===== src/rtl/sysmm_pkg.sv =====
package sysmm_pkg;
  function automatic int acc_width(input int w, input int n);
    return 2 * w + $clog2(n);
  endfunction

  function automatic int run_cycles(input int n);
    return 3 * n - 2;
  endfunction
endpackage


===== src/rtl/sysmm_skew.sv =====
module sysmm_skew #(
  parameter int W     = 8,
  parameter int DEPTH = 1
) (
  input  logic         clk,
  input  logic         rst_n,
  input  logic         clr,
  input  logic [W-1:0] d_in,
  input  logic         v_in,
  output logic [W-1:0] d_out,
  output logic         v_out
);
  generate
    if (DEPTH == 0) begin : g_pass
      assign d_out = d_in;
      assign v_out = v_in;
    end else begin : g_line
      logic [W-1:0] d_q [DEPTH];
      logic         v_q [DEPTH];
      always_ff @(posedge clk or negedge rst_n) begin
        if (!rst_n) begin
          for (int s = 0; s < DEPTH; s++) begin
            d_q[s] <= '0;
            v_q[s] <= 1'b0;
          end
        end else if (clr) begin
          for (int s = 0; s < DEPTH; s++) begin
            d_q[s] <= '0;
            v_q[s] <= 1'b0;
          end
        end else begin
          d_q[0] <= v_in ? d_in : '0;
          v_q[0] <= v_in;
          for (int s = 1; s < DEPTH; s++) begin
            d_q[s] <= d_q[s-1];
            v_q[s] <= v_q[s-1];
          end
        end
      end
      assign d_out = d_q[DEPTH-1];
      assign v_out = v_q[DEPTH-1];

      assert_idle_zero_R3: assert property (@(posedge clk) disable iff (!rst_n)
        !v_out |-> d_out == '0);
    end
  endgenerate
endmodule


===== src/rtl/sysmm_pe.sv =====
module sysmm_pe #(
  parameter int W  = 8,
  parameter int AW = 18
) (
  input  logic          clk,
  input  logic          rst_n,
  input  logic          clr,
  input  logic [W-1:0]  a_in,
  input  logic          va_in,
  input  logic [W-1:0]  b_in,
  input  logic          vb_in,
  output logic [W-1:0]  a_out,
  output logic          va_out,
  output logic [W-1:0]  b_out,
  output logic          vb_out,
  output logic [AW-1:0] acc
);
  function automatic logic [AW-1:0] mac(input logic [AW-1:0] sum,
                                        input logic [W-1:0] x,
                                        input logic [W-1:0] y);
    logic signed [2*W-1:0] prod;
    prod = $signed(x) * $signed(y);
    return sum + AW'(prod);
  endfunction

  logic mac_fire;
  assign mac_fire = va_in && vb_in;

  always_ff @(posedge clk or negedge rst_n) begin
    if (!rst_n) begin
      acc    <= '0;
      a_out  <= '0;
      b_out  <= '0;
      va_out <= 1'b0;
      vb_out <= 1'b0;
    end else if (clr) begin
      acc    <= '0;
      a_out  <= '0;
      b_out  <= '0;
      va_out <= 1'b0;
      vb_out <= 1'b0;
    end else begin
      if (mac_fire) acc <= mac(acc, a_in, b_in);
      a_out  <= a_in;
      b_out  <= b_in;
      va_out <= va_in;
      vb_out <= vb_in;
    end
  end

  assert_operands_meet_R3: assert property (@(posedge clk) disable iff (!rst_n)
    va_in == vb_in);
  assert_idle_hold_R8: assert property (@(posedge clk) disable iff (!rst_n)
    (!va_in && !clr) |=> $stable(acc));
  assert_clear_all_R5: assert property (@(posedge clk) disable iff (!rst_n)
    clr |=> (acc == '0 && !va_out && !vb_out));
endmodule


===== src/rtl/sysmm_ctrl.sv =====
module sysmm_ctrl #(
  parameter int N = 3,
  localparam int RUN = sysmm_pkg::run_cycles(N),
  localparam int CW  = $clog2(RUN + 1),
  localparam int SW  = (N > 1) ? $clog2(N) : 1
) (
  input  logic          clk,
  input  logic          rst_n,
  input  logic          start,
  output logic          feed_en,
  output logic [SW-1:0] feed_step,
  output logic          busy,
  output logic          done
);
  logic [CW-1:0] cnt;

  always_ff @(posedge clk or negedge rst_n) begin
    if (!rst_n) begin
      cnt  <= '0;
      busy <= 1'b0;
      done <= 1'b0;
    end else if (start) begin
      cnt  <= '0;
      busy <= 1'b1;
      done <= 1'b0;
    end else if (busy) begin
      cnt <= cnt + 1'b1;
      if (cnt == CW'(RUN - 1)) begin
        busy <= 1'b0;
        done <= 1'b1;
      end
    end
  end

  assign feed_en   = busy && (cnt < CW'(N));
  assign feed_step = SW'(cnt);

  assert_excl_R2: assert property (@(posedge clk) disable iff (!rst_n)
    !(busy && done));
  assert_start_R7: assert property (@(posedge clk) disable iff (!rst_n)
    start |=> (busy && !done));
  assert_done_held_R8: assert property (@(posedge clk) disable iff (!rst_n)
    (done && !start) |=> done);
endmodule


===== src/rtl/sysmm_top.sv =====
module sysmm_top #(
  parameter int W = 8,
  parameter int N = 3,
  localparam int AW = sysmm_pkg::acc_width(W, N),
  localparam int EL = N * N,
  localparam int IW = $clog2(EL),
  localparam int SW = (N > 1) ? $clog2(N) : 1
) (
  input  logic            clk,
  input  logic            rst_n,
  input  logic            start,
  input  logic [EL*W-1:0] a_mat,
  input  logic [EL*W-1:0] b_mat,
  output logic            busy,
  output logic            done,
  input  logic [IW-1:0]   rd_idx,
  output logic [AW-1:0]   rd_data
);
  logic [EL*W-1:0] a_q, b_q;
  logic            feed_en;
  logic [SW-1:0]   feed_step;

  always_ff @(posedge clk or negedge rst_n) begin
    if (!rst_n) begin
      a_q <= '0;
      b_q <= '0;
    end else if (start) begin
      a_q <= a_mat;
      b_q <= b_mat;
    end
  end

  sysmm_ctrl #(.N(N)) u_ctrl (
    .clk(clk), .rst_n(rst_n), .start(start),
    .feed_en(feed_en), .feed_step(feed_step), .busy(busy), .done(done)
  );

  logic [W-1:0] a_h [N][N+1];
  logic         va_h[N][N+1];
  logic [W-1:0] b_v [N+1][N];
  logic         vb_v[N+1][N];
  logic [AW-1:0] acc_arr [EL];

  for (genvar i = 0; i < N; i++) begin : g_edge
    logic [W-1:0] a_src, b_src;
    assign a_src = feed_en ? a_q[(i*N + int'(feed_step))*W +: W] : '0;
    assign b_src = feed_en ? b_q[(int'(feed_step)*N + i)*W +: W] : '0;

    sysmm_skew #(.W(W), .DEPTH(i)) u_skew_a (
      .clk(clk), .rst_n(rst_n), .clr(start),
      .d_in(a_src), .v_in(feed_en), .d_out(a_h[i][0]), .v_out(va_h[i][0])
    );
    sysmm_skew #(.W(W), .DEPTH(i)) u_skew_b (
      .clk(clk), .rst_n(rst_n), .clr(start),
      .d_in(b_src), .v_in(feed_en), .d_out(b_v[0][i]), .v_out(vb_v[0][i])
    );
  end

  for (genvar r = 0; r < N; r++) begin : g_row
    for (genvar c = 0; c < N; c++) begin : g_col
      sysmm_pe #(.W(W), .AW(AW)) u_pe (
        .clk(clk), .rst_n(rst_n), .clr(start),
        .a_in(a_h[r][c]), .va_in(va_h[r][c]),
        .b_in(b_v[r][c]), .vb_in(vb_v[r][c]),
        .a_out(a_h[r][c+1]), .va_out(va_h[r][c+1]),
        .b_out(b_v[r+1][c]), .vb_out(vb_v[r+1][c]),
        .acc(acc_arr[r*N + c])
      );
    end
  end

  always_comb begin
    rd_data = '0;
    for (int e = 0; e < EL; e++)
      if (rd_idx == IW'(e)) rd_data = acc_arr[e];
  end

  assert_capture_R6: assert property (@(posedge clk) disable iff (!rst_n)
    !start |=> ($stable(a_q) && $stable(b_q)));
endmodule


===== config.mk =====
export PLATFORM = sky130hd
export DESIGN_NAME = sysmm_top
export DESIGN_NICKNAME = d
export VERILOG_FILES = /design/src/rtl/sysmm_pkg.sv /design/src/rtl/sysmm_skew.sv /design/src/rtl/sysmm_pe.sv /design/src/rtl/sysmm_ctrl.sv /design/src/rtl/sysmm_top.sv
export SDC_FILE = /design/constraint.sdc
export NUM_CORES = 2
export LEC_CHECK = 0
export BUFFER_PORTS_ARGS = -buffer_cell sky130_fd_sc_hd__buf_2
export CAP_MARGIN = 10
export CORE_MARGIN = 2
export CORE_UTILIZATION = 40
export CTS_CLUSTER_DIAMETER = 60
export DETAILED_ROUTE_END_ITERATION = 10
export PLACE_DENSITY = 0.61
export SYNTH_ARGS = -nofsm -noshare
export SYNTH_HDL_FRONTEND = slang
export SYNTH_SLANG_ARGS = --single-unit

===== constraint.sdc =====
create_clock -name clk -period 8.8 [get_ports clk]
set_input_delay 0.44 -clock clk [delete_from_list [all_inputs] [get_ports clk]]
set_output_delay 0.44 -clock clk [all_outputs]
set_load 0.1 [all_outputs]

======== Yosys cells after proc, flatten, opt, wreduce, memory -nomap -nowiden ========
Index checks and enable logic that the tools add are counted.
W data, S select, Z words.
storage, ports and cells
  register bits after elaboration ......... 466
  latch bits .............................. 0
  RAM bits ................................ 0
  bits in read-only memories .............. 0
  memories ................................ 0
operators by class
  $add $sub $neg .......................... 14
  multiply operators ...................... 10
  div/mod/pow operators ................... 0
  order comparisons ....................... 1
  eq/ne operators ......................... 9
  shift-type cells ........................ 6
  muxes and demuxes ....................... 66
  bitwise gates (word level) .............. 0
  reduce and logical (&&, ||, !) cells .... 18
operators by type and width
  operator                 number
  $mux W18                 27
  $add A18 B18 Y18         9
  $mux W8                  20
  $mul A8 B8 Y16           9
  $shiftx A72 B32 Y8       2
  $shiftx A72 B6 Y8        1
  $shiftx A72 B7 Y8        1
  $shiftx A72 B8 Y8        1
  $shiftx A72 B9 Y8        1
  $mux W16                 2
  $add A29 B2 Y29 const B  1
  $reduce_bool A2 Y1       10
  $eq A4 B3 Y1 const B     4
  $mux W1                  13
  $eq A4 B2 Y1 const B     2
  $logic_and A1 B1 Y1      6
  $mux W3                  2
  $add A4 B2 Y5 const B    1
  $add A3 B2 Y4 const A    1
  $eq A4 B1 Y1 const B     1
  $eq A4 B4 Y1 const B     1
  $logic_not A4 Y1         1
  $mul A2 B2 Y4 const B    1
  $mux W2                  2
  other kinds (5)          5

======== Logic depth before layout (Yosys ltp) ========
  word-level depth ........................ 10
  mapped depth ............................ 32
  mapped depth without buffers ............ 29

======== Cells and area by module ========
From an unflattened synthesis, not the netlist that was laid out.
unflattened totals
  cells, all modules ...................... 5388
  area total of the unflattened synthesis .. 51765.9 µm²
by module, submodules not included
  module                                 times used  cells an instance  area an instance (µm²)  seq. area each (µm²)
  sysmm_pe (g_row[1].g_col[1].u_pe ...)  2           504                4561.9                  900.9
  sysmm_pe (g_row[0].g_col[1].u_pe ...)  2           487                4475.5                  900.9
  sysmm_top                              1           737                8469.4                  3603.5
  sysmm_pe (g_row[2].g_col[0].u_pe)      1           504                4604.4                  900.9
  sysmm_pe (g_row[1].g_col[0].u_pe)      1           499                4600.7                  900.9
  sysmm_pe (g_row[2].g_col[2].u_pe)      1           498                4586.9                  900.9
  sysmm_pe (g_row[0].g_col[0].u_pe)      1           513                4570.6                  900.9
  sysmm_pe (g_row[2].g_col[1].u_pe)      1           486                4505.6                  900.9
  sysmm_skew (g_edge[2].u_skew_a ...)    2           45                 673.1                   450.4
  sysmm_skew (g_edge[1].u_skew_a ...)    2           18                 301.5                   225.2
  sysmm_ctrl                             1           25                 269.0                   125.1
  sysmm_skew (g_edge[0].u_skew_a ...)    2           9                  67.6                    0.0

======== Worst setup path after synthesis ========
OpenSTA, ideal clock, no wires.
  kind .................................... register -> register
  from .................................... register u_ctrl.busy
  to ...................................... register g_row[0].g_col[0].u_pe.acc[17]
  library setup time ...................... 0.120 ns
  data arrival time ....................... 7.153 ns
  path slack .............................. 1.527 ns
  cell stages (with the launch flop) ...... 30
  cells stage by stage .................... dfrtp_1 -> inv_2 -> a211oi_2 -> clkbuf_1 -> o221ai_1 -> or2_2 -> fa_1 -> inv_1 -> fa_1 -> inv_1 -> fa_1 -> fa_1 -> inv_1 -> ha_1 -> a21o_1 -> a21oi_1 -> o21bai_1 -> a21oi_1 -> o21bai_1 -> a21oi_1 -> o21bai_1 -> a21oi_1 -> xnor2_1 -> ha_1 -> o21a_1 -> a41o_1 -> o41ai_2 -> xnor2_1 -> a21oi_1 -> a31o_1
between the ends
  word-level cells in the longest chain between the ends .. 6
  elaborated cells between the ends (all ways) .. 8
  those cells by class .................... add/sub: 1; mul: 1; mux: 4; reduce/logical: 2
RTL lines
  element                            line                              source
  start, declared                    sysmm_ctrl.sv:12                  output logic busy,
  start signal, assigned             sysmm_ctrl.sv:20                  busy <= 1'b0;
  start signal, assigned             sysmm_ctrl.sv:24                  busy <= 1'b1;
  start signal, assigned             sysmm_ctrl.sv:29                  busy <= 1'b0;
  $logic_and A1 B1 Y1 *              sysmm_ctrl.sv:35                  assign feed_en = busy && (cnt < CW'(N));
  $mux W8, on equally long branches  sysmm_top.sv:46, sysmm_top.sv:47
  $mul A8 B8 Y16                     sysmm_pe.sv:22                    prod = $signed(x) * $signed(y);
  $add A18 B18 Y18                   sysmm_pe.sv:23                    return sum + AW'(prod);
  $mux W18                           sysmm_pe.sv:43                    if (mac_fire) acc <= mac(acc, a_in, b_in);
  $mux W18                           sysmm_pe.sv:36                    end else if (clr) begin
  end signal, assigned               sysmm_pe.sv:43
  end, declared                      sysmm_pe.sv:16                    output logic [AW-1:0] acc
Every way passes the cells marked *; elsewhere a longest branch is shown, timed or not. The select of a mux whose other input is x is not followed.
A chain may end at the register's enable or synchronous reset.

======== Final worst setup path ========
  from .................................... register u_ctrl.cnt[1]
  to ...................................... register g_row[0].g_col[0].u_pe.acc[17]
between the ends
  word-level cells in the longest chain between the ends .. 7
  elaborated cells between the ends (all ways) .. 12
  those cells by class .................... add/sub: 1; mul: 2; order compare: 1; shift: 2; mux: 4; reduce/logical: 2
RTL lines
  element                                                    line                               source
  start, declared                                            sysmm_ctrl.sv:15                   logic [CW-1:0] cnt;
  start signal, assigned                                     sysmm_ctrl.sv:27                   cnt <= cnt + 1'b1;
  $mul A2 B2 Y4 or $lt A3 B2 Y1 (tied branches)              sysmm_top.sv:47, sysmm_ctrl.sv:35
  $shiftx A72 B32 Y8 or $logic_and A1 B1 Y1 (tied branches)  sysmm_top.sv:47, sysmm_ctrl.sv:35
  $mux W8, on equally long branches                          sysmm_top.sv:47, sysmm_top.sv:46
  $mul A8 B8 Y16                                             sysmm_pe.sv:22
  $add A18 B18 Y18                                           sysmm_pe.sv:23
  $mux W18                                                   sysmm_pe.sv:43
  $mux W18                                                   sysmm_pe.sv:36
Several ways; a longest one is shown, not always the timed one. The select of a mux whose other input is x is not followed.

==> key figures <==
Logic synthesis
  – Synth Area in XOR/XNOR: 4.71%
  – Synth Instances: 4809
  – Seq/Total Area, Yosys: 24.5%
  – Synth top cells by count: 717 x inv_1, 504 x fa_1, 459 x dfrtp_1, 417 x ha_1, 374 x nor2_1
  – Area share of the largest cell type after synthesis: 24.5%
  – Adder-cell share of the synthesized area: 32.7%
  – Ranking of synthesized cells by area: dfrtp_1 25%, fa_1 22%, ha_1 11%
  – Ys async rst share: 100%
  – Largest family of logic cells by synthesized area: adder cells
  – Yosys top cell by area: dfrtp_1
  – Top FF cell, synth: dfrtp_1
  – Mapped Nets: 5881
  – Yosys warns: 0
  – Number of synthesized flops with an enable pin: 0
  – Synth cell types: 90
  – Compound-gate portion of the synthesized area: 9.29%
  – Avg Cell Area, Syn: 9.74 µm²
  – Count leader, synth: inv_1
  – #FFs+latches synth: 459
  – Post-synthesis simple-gate area fraction: 15.2%
  – Multiplexer share of the synthesized area: 6.81%
  – Cell Area, Synth: 46800 µm²

Placement
  – # port buffers: 170
  – GPL Wtd Cong: 0.879
  – Hpwl dp: 96700 µm

Clock network
  – Clock Sink Count: 459
  – H-tree depth: 2
  – CTS Buf Count: 57
  – Post-CTS Resized: 0
  – Clock Latency Late Sink: 0.65 ns
  – Cts-stage hold buffer count: 38
  – Clock Root Buffer: clkbuf_16
  – CTS tree: built
  – Clock transition at the registers of the reported paths: 0.06 ns
  – Number of setup buffers added after CTS: 0
  – Clock Path Buffers: 3

Outcome
  – Outcome: completed

Route
  – Routed WL: 121000 µm
  – WL per Instance: 18.4 µm
  – Vias: 34100
  – 1st-pass router iterations: 11
  – Drt drc: 0
  – Vias per Instance: 5.20
  – ANT nets after route: 0
  – Iteration-0 DRC count of the detailed router: 2593

Critical path
  – Crit path buffers/inverters: 4
  – CP peak stage delay: 0.64 ns
  – Worst reg-to-reg setup slack: 1.26 ns
  – Critical-path top delay cell: dfrtp_2
  – Crit path kind: flop to flop
  – Required @ worst endpoint: 9.32 ns
  – Most used cell, CP: fa_1
  – Worst r2r dst: g_row[0].g_col[0].u_pe.acc[17]
  – Worst setup EP type: flop
  – Crit path max-delay family: adder cells
  – Reg2reg path depth: 23
  – Crit-path cells: a211oi_4 > buf_4 > o221ai_1 > or2_2 > fa_1 > inv_1 > fa_1 > fa_1 > inv_1 > fa_1 > inv_1 > ha_1 > or3_1 > a41oi_1 > xnor2_1 > ha_1 > nor3_1 > o211ai_1 > a41o_1 > o41ai_2 > xnor2_1 > a21oi_1 > a31o_1
  – Reg2reg start: u_ctrl.cnt[1]
  – Critical path startpoint category: flop
  – Max Fanout on Critical Path: 33
  – CP arrival: 8.06 ns

Global route
  – GRT Max-Usage Layer: met2
  – GRT Total Usage: 20.4%
  – Largest net degree at the start of global routing: 157
  – Vias in the first global route: 34500
  – Initial antenna violation count: 7
  – Met1 Track Usage GR: 29.0%
  – Met2 Use GR: 32.8%
  – Grt ovf: 0
  – First-pass GRT wire length: 195000 µm
  – Met3 Use GR: 2.63%

STA
  – Final Cycle Share: 85.6%
  – Fin. Hold Viols: 0
  – Clock skew: 0.0207 ns
  – Setup TNS: 0 ns
  – Max-Slew Margin vs Limit: 27.7%
  – Final setup fails: 0
  – Post-layout min period: 7.54 ns
  – Unrepaired setup endpoints after global routing: no
  – Worst Max-Slew Pin Slew: 1.08 ns
  – Highest clock rate: 133 MHz
  – Max-slew violation count: 0

Power and ir drop
  – Switch share: 44.3%
  – PwrDens: 266 nW/µm²
  – Clk network pwr share: 17.5%
  – Comb pwr share: 62.5%
  – Peak supply drop: 0.000559 V
  – NetSw: 6090 µW
  – Overall Power: 13800 µW
  – Lkg Pwr: 0.0246 µW
  – Reg power frac: 20.0%
  – P_int: 7660 µW

Flow run
  – Maximum capacitance violations: 0

Floorplanning
  – Die height: 346 µm
  – Row count: 125
  – Area of the die: 120000 µm²
  – I/O Pins: 171
  – Die width: 346 µm
  – Core area: 116000 µm²
  – Initial Utilization: 40.3%

Cells and area
  – Layout cells sized above 1: 10.3%
  – Synth-to-Final Area Change: 10.4%
  – Fin nets: 6048

Min path
  – Hold path depth: 2
  – Hold path endpoint: b_q[57]
  – Hold Path Class: input pin to flop
  – Hold_sp: b_mat[57]
[sequential cells by signal, summed over array words and instances (netlist names)]
name,flops
g_edge.u_skew_a.g_line.v_q,1
g_row.g_col.u_pe.b_out,48
b_q,72
g_edge.u_skew_a.g_line.d_q,8
g_edge.u_skew_a.v_out,1
a_q,72
g_row.g_col.u_pe.vb_out,2
g_row.g_col.u_pe.acc,162
g_row.g_col.u_pe.a_out,48
g_edge.u_skew_a.d_out,16
u_ctrl.busy,1
g_edge.u_skew_b.g_line.d_q,8
g_edge.u_skew_b.d_out,16
u_ctrl.cnt,3
u_ctrl.done,1
[power groups by stage]
stage | Sequential [µW] | Clock (µW) | Combinational, µW
after floorplan | 2550 | 0 | 7070
after global placement | 2790 | 0 | 8380
after detailed placement | 2790 | 0 | 8580
after CTS | 2750 | 2460 | 8640
after global routing | 2790 | 2540 | 9740
final | 2760 | 2410 | 8590
[metal layers]
metal / routed length [µm] / share of wire (%) / up-vias
met5: 21 / 0.017 / -
met4: 2930 / 2.4 / 4
met3: 6520 / 5.4 / 148
met2: 55200 / 46 / 805
met1: 56100 / 46 / 17000
li1: - / - / 16100
[cell usage in the layout, fill, tap and decap left out, types with 9 or more instances in the layout]
cell type,count
clkbuf_1,10
and2_1,312
buf_4,23
clkbuf_16,57
o21ai_0,81
a21boi_1,9
xnor2_1,191
buf_2,168
mux4_2,16
nand2_1,280
nor2b_1,129
o2111ai_1,12
or2_2,20
dlygate4sd3_1,38
nand4_1,15
inv_1,716
nor3_1,63
fa_1,504
a222oi_1,36
and3_1,25
clkinv_2,10
a21oi_1,174
o211ai_1,16
a211oi_1,39
mux2i_1,105
xor2_1,59
or3_1,22
nand3_1,71
nor2_1,374
ha_1,417
a21o_1,61
dfrtp_1,455
o21a_1,15
o21ai_1,38
nand2b_1,74
mux2_2,156
a31oi_1,15
o21bai_1,29
a22oi_1,21
[worst max path at each step]
| stage | slack, ns | endpoint | from | depth (start not counted) |
|---|---|---|---|---|
| after floorplan | 1.53 | g_row[0].g_col[0].u_pe.acc[17] | u_ctrl.busy | 29 |
| after global placement | 1.37 | g_row[0].g_col[0].u_pe.acc[17] | u_ctrl.cnt[1] | 28 |
| after detailed placement | 1.26 | g_row[0].g_col[0].u_pe.acc[17] | u_ctrl.cnt[1] | 28 |
| after CTS | 1.25 | g_row[0].g_col[0].u_pe.acc[17] | u_ctrl.cnt[1] | 23 |
| after global routing | 0.70 | g_row[0].g_col[0].u_pe.acc[17] | u_ctrl.cnt[1] | 28 |
| final | 1.26 | g_row[0].g_col[0].u_pe.acc[17] | u_ctrl.cnt[1] | 23 |
[final cells by class]
| class | instances | area [µm²] |
|---|---|---|
| Multi-Input combinational cell | 3505 | 32200 |
| Clock inverter | 34 | 384 |
| Inverter | 720 | 2700 |
| Tap cell | 1524 | 1910 |
| Clock buffer | 72 | 1530 |
| Timing Repair Buffer | 233 | 1460 |
| Sequential cell | 459 | 11500 |
| Fill cell | 11100 | 64500 |
| Antenna cell | 1 | 2.50 |
[logic make-up after synthesis]
kind of cell	Yosys count
AND/OR/NAND/NOR	1418
XOR/XNOR	251
multiplexers	279
AO/OA/AOI/OAI	636
adder cells (fa/ha/maj)	921
flip-flops	459
buffers and inverters	845
[stage by stage]
stage	cells	hold slack, ns	utilization [%]	area, µm²	setup slack (ns)
after floorplan	4809	0.144	-	46800	1.53
after global placement	6403	0.439	42.5	49400	1.37
after detailed placement	6403	0.436	42.5	49400	1.26
after CTS	6547	0.000666	44.5	51700	1.25
after global routing	6547	0.0126	44.5	51700	0.698
final	6548	0.0337	44.5	51700	1.26
Power figures use the tool's default switching activity.
